==> src/rtl/dma_wb_pkg.sv <==
package dma_wb_pkg;
    typedef enum logic [1:0] {
        ST_IDLE = 2'd0,
        ST_PREP = 2'd1,
        ST_BUS  = 2'd2,
        ST_FIN  = 2'd3
    } dma_state_e;
endpackage

==> src/rtl/dma_addr_seq.sv <==
// Word address register: loaded at command start, stepped after each acknowledged word
module dma_addr_seq #(
    parameter int ADDR_W = 32,
    parameter int STEP   = 4
) (
    input  logic              clk,
    input  logic              rst_n,
    input  logic              load,
    input  logic [ADDR_W-1:0] load_addr,
    input  logic              advance,
    input  logic              hold,
    output logic [ADDR_W-1:0] addr
);
    logic [ADDR_W-1:0] addr_d, addr_q;

    always_comb begin
        addr_d = addr_q;
        if (load) begin
            addr_d = load_addr;
        end else if (advance && !hold) begin
            addr_d = addr_q + ADDR_W'(STEP);
        end
    end

    always_ff @(posedge clk) begin
        if (!rst_n) addr_q <= '0;
        else        addr_q <= addr_d;
    end

    assign addr = addr_q;
endmodule

==> src/rtl/dma_beat_cnt.sv <==
// Remaining-word counter
module dma_beat_cnt #(
    parameter int CNT_W = 15
) (
    input  logic             clk,
    input  logic             rst_n,
    input  logic             load,
    input  logic [CNT_W-1:0] load_val,
    input  logic             dec,
    output logic             last
);
    logic [CNT_W-1:0] cnt_d, cnt_q;

    always_comb begin
        cnt_d = cnt_q;
        if (load)                   cnt_d = load_val;
        else if (dec && cnt_q != 0) cnt_d = cnt_q - 1'b1;
    end

    always_ff @(posedge clk) begin
        if (!rst_n) cnt_q <= '0;
        else        cnt_q <= cnt_d;
    end

    assign last = (cnt_q == CNT_W'(1));
endmodule

==> src/rtl/dma_tmo_timer.sv <==
// Counts strobe cycles of the current bus cycle; expired marks the last allowed one
module dma_tmo_timer #(
    parameter int TMO_W = 16
) (
    input  logic             clk,
    input  logic             rst_n,
    input  logic             run,
    input  logic [TMO_W-1:0] limit,
    output logic             expired
);
    logic [TMO_W-1:0] cnt_d, cnt_q;

    always_comb begin
        cnt_d = '0;
        if (run) cnt_d = cnt_q + 1'b1;
    end

    always_ff @(posedge clk) begin
        if (!rst_n) cnt_q <= '0;
        else        cnt_q <= cnt_d;
    end

    assign expired = run && (limit != '0) && (cnt_q == limit - 1'b1);
endmodule

==> src/rtl/dma_wb_master.sv <==
module dma_wb_master
    import dma_wb_pkg::*;
#(
    parameter int ADDR_W = 32,
    parameter int DATA_W = 32,
    parameter int LEN_W  = 14,
    parameter int TMO_W  = 16
) (
    input  logic              clk,
    input  logic              rst_n,
    input  logic              cmd_valid,
    output logic              cmd_ready,
    input  logic              cmd_write,
    input  logic              cmd_const,
    input  logic [ADDR_W-1:0] cmd_addr,
    input  logic [LEN_W-1:0]  cmd_len,
    input  logic [TMO_W-1:0]  timeout_cycles,
    input  logic              wr_valid,
    output logic              wr_ready,
    input  logic [DATA_W-1:0] wr_data,
    output logic              rd_valid,
    output logic [DATA_W-1:0] rd_data,
    output logic              done,
    output logic              done_err,
    output logic              wb_cyc_o,
    output logic              wb_stb_o,
    output logic              wb_we_o,
    output logic [ADDR_W-1:0] wb_adr_o,
    output logic [DATA_W/8-1:0] wb_sel_o,
    output logic [DATA_W-1:0] wb_dat_o,
    input  logic [DATA_W-1:0] wb_dat_i,
    input  logic              wb_ack_i,
    input  logic              wb_err_i
);
    localparam int SEL_W   = DATA_W / 8;
    localparam int BYTE_SH = $clog2(SEL_W);
    localparam int CNT_W   = LEN_W + 1;

    typedef struct packed {
        dma_state_e        st;
        logic              write;
        logic              cst;
        logic [DATA_W-1:0] wdata;
        logic              rvld;
        logic [DATA_W-1:0] rdata;
        logic              fail;
    } ctl_t;

    ctl_t ctl_d, ctl_q;

    logic             addr_load, addr_adv, cnt_load, beat_dec;
    logic             beat_last, tmo_expired, in_bus;
    logic [CNT_W-1:0] words;

    assign words  = CNT_W'(({1'b0, cmd_len} + CNT_W'(SEL_W - 1)) >> BYTE_SH);
    assign in_bus = (ctl_q.st == ST_BUS);

    dma_addr_seq #(.ADDR_W(ADDR_W), .STEP(SEL_W)) u_addr (
        .clk       (clk),
        .rst_n     (rst_n),
        .load      (addr_load),
        .load_addr (cmd_addr),
        .advance   (addr_adv),
        .hold      (ctl_q.cst),
        .addr      (wb_adr_o)
    );

    dma_beat_cnt #(.CNT_W(CNT_W)) u_cnt (
        .clk      (clk),
        .rst_n    (rst_n),
        .load     (cnt_load),
        .load_val (words),
        .dec      (beat_dec),
        .last     (beat_last)
    );

    dma_tmo_timer #(.TMO_W(TMO_W)) u_tmo (
        .clk     (clk),
        .rst_n   (rst_n),
        .run     (in_bus),
        .limit   (timeout_cycles),
        .expired (tmo_expired)
    );

    always_comb begin
        ctl_d      = ctl_q;
        ctl_d.rvld = 1'b0;
        addr_load  = 1'b0;
        addr_adv   = 1'b0;
        cnt_load   = 1'b0;
        beat_dec   = 1'b0;
        unique case (ctl_q.st)
            ST_IDLE: begin
                if (cmd_valid) begin
                    ctl_d.write = cmd_write;
                    ctl_d.cst   = cmd_const;
                    ctl_d.fail  = 1'b0;
                    addr_load   = 1'b1;
                    cnt_load    = 1'b1;
                    ctl_d.st    = (words == '0) ? ST_FIN : ST_PREP;
                end
            end
            ST_PREP: begin
                if (!ctl_q.write) begin
                    ctl_d.st = ST_BUS;
                end else if (wr_valid) begin
                    ctl_d.wdata = wr_data;
                    ctl_d.st    = ST_BUS;
                end
            end
            ST_BUS: begin
                if (wb_err_i) begin
                    ctl_d.fail = 1'b1;
                    ctl_d.st   = ST_FIN;
                end else if (wb_ack_i) begin
                    if (!ctl_q.write) begin
                        ctl_d.rvld  = 1'b1;
                        ctl_d.rdata = wb_dat_i;
                    end
                    beat_dec = 1'b1;
                    addr_adv = 1'b1;
                    ctl_d.st = beat_last ? ST_FIN : ST_PREP;
                end else if (tmo_expired) begin
                    ctl_d.fail = 1'b1;
                    ctl_d.st   = ST_FIN;
                end
            end
            ST_FIN: begin
                ctl_d.st = ST_IDLE;
            end
            default: ctl_d.st = ST_IDLE;
        endcase
    end

    always_ff @(posedge clk) begin
        if (!rst_n) begin
            ctl_q <= '{st: ST_IDLE, write: 1'b0, cst: 1'b0, wdata: '0,
                       rvld: 1'b0, rdata: '0, fail: 1'b0};
        end else begin
            ctl_q <= ctl_d;
        end
    end

    assign cmd_ready = (ctl_q.st == ST_IDLE);
    assign wr_ready  = (ctl_q.st == ST_PREP) && ctl_q.write;
    assign rd_valid  = ctl_q.rvld;
    assign rd_data   = ctl_q.rdata;
    assign done      = (ctl_q.st == ST_FIN);
    assign done_err  = done && ctl_q.fail;
    assign wb_cyc_o  = in_bus;
    assign wb_stb_o  = in_bus;
    assign wb_we_o   = in_bus && ctl_q.write;
    assign wb_sel_o  = in_bus ? '1 : '0;
    assign wb_dat_o  = ctl_q.wdata;
endmodule

==> config.mk <==
export PLATFORM = sky130hd
export DESIGN_NAME = dma_wb_master
export DESIGN_NICKNAME = d
export VERILOG_FILES = /design/src/rtl/dma_wb_pkg.sv /design/src/rtl/dma_addr_seq.sv /design/src/rtl/dma_beat_cnt.sv /design/src/rtl/dma_tmo_timer.sv /design/src/rtl/dma_wb_master.sv
export SDC_FILE = /design/constraint.sdc
export NUM_CORES = 1
export LEC_CHECK = 0
export CAP_MARGIN = 20
export CORE_ASPECT_RATIO = 0.9
export CORE_MARGIN = 2
export CORE_UTILIZATION = 40
export DETAILED_ROUTE_END_ITERATION = 7
export HOLD_SLACK_MARGIN = 0.05
export PLACE_DENSITY = 0.73
export SLEW_MARGIN = 20
export SYNTH_ARGS = -nofsm -noshare
export SYNTH_HDL_FRONTEND = slang
export SYNTH_SLANG_ARGS = --single-unit
export TNS_END_PERCENT = 30
==> constraint.sdc <==
create_clock -name clk -period 2.88 [get_ports clk]
set_input_delay 0.576 -clock clk [delete_from_list [all_inputs] [get_ports clk]]
set_output_delay 0.576 -clock clk [all_outputs]
set_load 0.02 [all_outputs]
==> flow_metrics.env <==
export IMPL_run_status="complete, no violations"
export IMPL_die_area_um2=18100
export IMPL_drt_pass1_iter_count=4
export IMPL_via_count_of_the_first_global_routing_pass=6165
export IMPL_min_delay_path_class="reg2reg"
export IMPL_synthCells=868
export IMPL_synth_fp_nets=1007
export IMPL_synth_area_leaders="sky130_fd_sc_hd__dfxtp_1 (39%), sky130_fd_sc_hd__nand2_1 (9.4%), sky130_fd_sc_hd__buf_4 (7.7%)"
export IMPL_route_detailed_drc=0
export IMPL_antenna_found_initial=0
export IMPL_worst_skew_pair_late_latency_ps=410
export IMPL_fin_skew_ps=10.3
export IMPL_grt_setup_unrepaired="false"
export IMPL_initialDrtViolationCount=373
export IMPL_finalHoldViolCount=0
export IMPL_boundaryPins=242
export IMPL_clkTransAtPathRegs_ps=50
export IMPL_post_drt_wl_per_cell_um=14.8
export IMPL_synthesis_area_per_instance_um2=7.84
export IMPL_critical_path_class="in2reg"
export IMPL_die_y_um=128
export IMPL_holdBufCountCts=0
export IMPL_worst_hold_path_cell_count=2
export IMPL_grt_overflow=0
export IMPL_wl_met2_mm=8.48
export IMPL_report_final_slew_viol_count=0
export IMPL_max_vdd_ir_drop_mv=0.434
export IMPL_wire_length_of_the_first_global_routing_pass_mm=30.2
export IMPL_timing_critical_path_arrival_ps=3000
export IMPL_r2r_setup_slack_ps=400
export IMPL_port_buffers=241
export IMPL_cts_tree="done"
export IMPL_finalNetCount=1184
export IMPL_slew_headroom_pct=58.9
export IMPL_start_util_pct=40.6
export IMPL_area_growth_pct=41.6
export IMPL_cts_num_sinks=133
export IMPL_fillerInstances=1581
export IMPL_route_detailed_vias_per_inst=5.07
export IMPL_start_kind="primary input"
export IMPL_num_vias=6429
export IMPL_synth_seq_area_share_pct=39.1
export IMPL_worstRegToRegCells=10
export IMPL_proportion_of_layout_cells_with_a_drive_suffix_above_1_pct=7.18
export IMPL_m1WireLength_mm=8.61
export IMPL_number_of_synthesized_register_bits=133
export IMPL_clock_root_buffer="sky130_fd_sc_hd__clkbuf_16"
export IMPL_layout_min_cycle_time_ps=2690
export IMPL_antenna_left=0
export IMPL_worst_setup_path_end_kind="register"
export IMPL_netlist_cell_type_count=54
export IMPL_timing_max_cap_violations=0
export IMPL_setup_viol=0
export IMPL_synth_async_reset_ratio_pct=0
export IMPL_cts_buffers_inserted=17
export IMPL_worst_slack_ps=189
export IMPL_total_wire_length_after_detailed_routing_mm=18.8
export IMPL_grt_max_degree=58
export IMPL_post_synth_top_area_fraction_pct=39.1
export IMPL_power_leakage_nw=3.31
export IMPL_place_hpwl_mm=13.5
export IMPL_routability_congestion=0.891
export IMPL_max_fo_critical_path=6
export IMPL_worst_r2r_startpoint="u_cnt.cnt_q[0]"
export IMPL_worst_pin_slew_ps=608
export IMPL_preCtsSetupSlack_ps=-188
export IMPL_die_outline_width_um=141
export IMPL_fmaxAchievable_mhz=372
export IMPL_ff_to_ff_end="u_cnt.cnt_q[8]"
export IMPL_grt_total_usage_pct=20.6
export IMPL_synth_edff_count=0
export IMPL_p_per_area_nw_per_um2=507
export IMPL_layout_worst_path_cycle_share_pct=93.4
export IMPL_layout_commonest_cell="sky130_fd_sc_hd__clkdlybuf4s50_1"
export IMPL_wl_met3_mm=1.44
export IMPL_top_signal_layer_used="met4"
export IMPL_ys_warnings_count=0
export IMPL_antenna_cell_count=0
export IMPL_critPathRequiredTime_ps=3190
export IMPL_clockBufferDepth=2
export IMPL_synth_top_area_cell="sky130_fd_sc_hd__dfxtp_1"
export IMPL_cts_resized=0
export IMPL_synthFlopType="sky130_fd_sc_hd__dfxtp_1"
export IMPL_holdCritStartpoint="u_cnt.cnt_q[14]"
export IMPL_post_cts_setup_buffer_count=0
export IMPL_hold_path_endpoint="u_cnt.cnt_q[14]"
export IMPL_fin_setup_tns_ps=0
export IMPL_area_of_the_mapped_netlist_um2=6810
export IMPL_layout_cells_most_common_list="sky130_fd_sc_hd__clkdlybuf4s50_1 (241), sky130_fd_sc_hd__nand2_1 (169), sky130_fd_sc_hd__dfxtp_1 (133)"
export IMPL_placement_rows=45
export IMPL_coreArea_um2=16800
export IMPL_htree_levels=4
## per-stage QoR
| step | hold slack, ps | utilization (%) | instances | instance area [um2] | total power [mW] |
|---|---|---|---|---|---|
| after floorplan | 422 | - | 868 | 6810 | 2.36 |
| after global placement | 436 | 53.9 | 1237 | 9050 | 2.75 |
| after detailed placement | 438 | 53.9 | 1237 | 9050 | 2.76 |
| after CTS | 447 | 57.4 | 1269 | 9640 | 4.94 |
| after global routing | 471 | 57.4 | 1269 | 9640 | 5.11 |
| final | 445 | 57.4 | 1269 | 9640 | 4.89 |
## synth_stat cells (3+ instances only)
| cell | n |
|---|---|
| sky130_fd_sc_hd__and3_1 | 6 |
| sky130_fd_sc_hd__nand2_1 | 170 |
| sky130_fd_sc_hd__and2_1 | 6 |
| sky130_fd_sc_hd__a31oi_1 | 4 |
| sky130_fd_sc_hd__inv_1 | 13 |
| sky130_fd_sc_hd__nor3_1 | 19 |
| sky130_fd_sc_hd__nor4b_1 | 5 |
| sky130_fd_sc_hd__o221ai_1 | 3 |
| sky130_fd_sc_hd__or4_1 | 3 |
| sky130_fd_sc_hd__buf_4 | 70 |
| sky130_fd_sc_hd__nand4b_1 | 4 |
| sky130_fd_sc_hd__nand2b_1 | 5 |
| sky130_fd_sc_hd__nor4_1 | 8 |
| sky130_fd_sc_hd__nand4_1 | 16 |
| sky130_fd_sc_hd__ha_1 | 5 |
| sky130_fd_sc_hd__nor2b_1 | 3 |
| sky130_fd_sc_hd__a211oi_1 | 20 |
| sky130_fd_sc_hd__a311oi_1 | 5 |
| sky130_fd_sc_hd__or3_1 | 6 |
| sky130_fd_sc_hd__dfxtp_1 | 133 |
| sky130_fd_sc_hd__buf_2 | 3 |
| sky130_fd_sc_hd__o21ai_0 | 25 |
| sky130_fd_sc_hd__xnor2_1 | 33 |
| sky130_fd_sc_hd__nand3_1 | 23 |
| sky130_fd_sc_hd__xor2_1 | 39 |
| sky130_fd_sc_hd__and4_1 | 3 |
| sky130_fd_sc_hd__clkbuf_1 | 40 |
| sky130_fd_sc_hd__a21oi_1 | 92 |
| sky130_fd_sc_hd__nor2_1 | 72 |
## sequential cells by signal (all words and copies together), names as in the netlist
| name | flops |
|---|---|
| rd_data | 32 |
| u_addr.addr | 32 |
| wb_dat_o | 32 |
| u_tmo.cnt_q | 16 |
| u_cnt.cnt_q | 15 |
| ctl_q | 5 |
| rd_valid | 1 |
## logic make-up after synthesis
logic type	count (synthesis)	synth area share (%)
AO/OA/AOI/OAI	166	14.4
XOR/XNOR	72	9.27
adder cells (fa/ha/maj)	5	0.919
buffers and inverters	128	11.0
flip-flops	133	39.1
multiplexers	1	0.165
AND/OR/NAND/NOR	363	25.2
## cell type report
type / instances / area, um2 / share of cell area [%]
flip-flops and latches: 133 / 2660 / 27.6
multi-input cells: 607 / 3400 / 35.3
clock inverters: 11 / 126 / 1.31
clock buffers: 21 / 460 / 4.78
repair buffers: 272 / 2670 / 27.7
well taps: 211 / 264 / 2.74
inverters: 14 / 53.8 / 0.558
## report_power, final
part           total, mW  leakage [nW]  internal [mW]  switching, mW
Clock               2.16         0.276           1.32          0.838
Sequential          1.99          1.08           1.91         0.0775
Combinational      0.736          1.95          0.392          0.343
Total               4.89          3.31           3.63           1.26
## critical path, cell delays in order
cell and delay (ps):
sky130_fd_sc_hd__clkdlybuf4s50_1 480, sky130_fd_sc_hd__inv_1 50, sky130_fd_sc_hd__ha_1 260, sky130_fd_sc_hd__nand2b_1 190, sky130_fd_sc_hd__a31oi_1 190, sky130_fd_sc_hd__a21oi_1 80
sky130_fd_sc_hd__or4_1 540, sky130_fd_sc_hd__a2111o_1 410, sky130_fd_sc_hd__o31ai_2 220
## how the worst max path moves through the flow
stage                      startpoint        to  cells past startpoint
floorplan           timeout_cycles[0]  ctl_q[0]                      9
finish              timeout_cycles[0]  ctl_q[0]                      9
CTS                 timeout_cycles[0]  ctl_q[0]                      9
detailed placement  timeout_cycles[0]  ctl_q[0]                      9
global placement    timeout_cycles[0]  ctl_q[0]                      9
global route        timeout_cycles[0]  ctl_q[0]                      9
## metal layers
metal,vias up,GRT usage [%]
met1,2980,26.7
met2,191,32.7
met4,0,5.12
met3,20,7.73
li1,3238,-
met5,-,0
(Power assumes the default switching activity.)
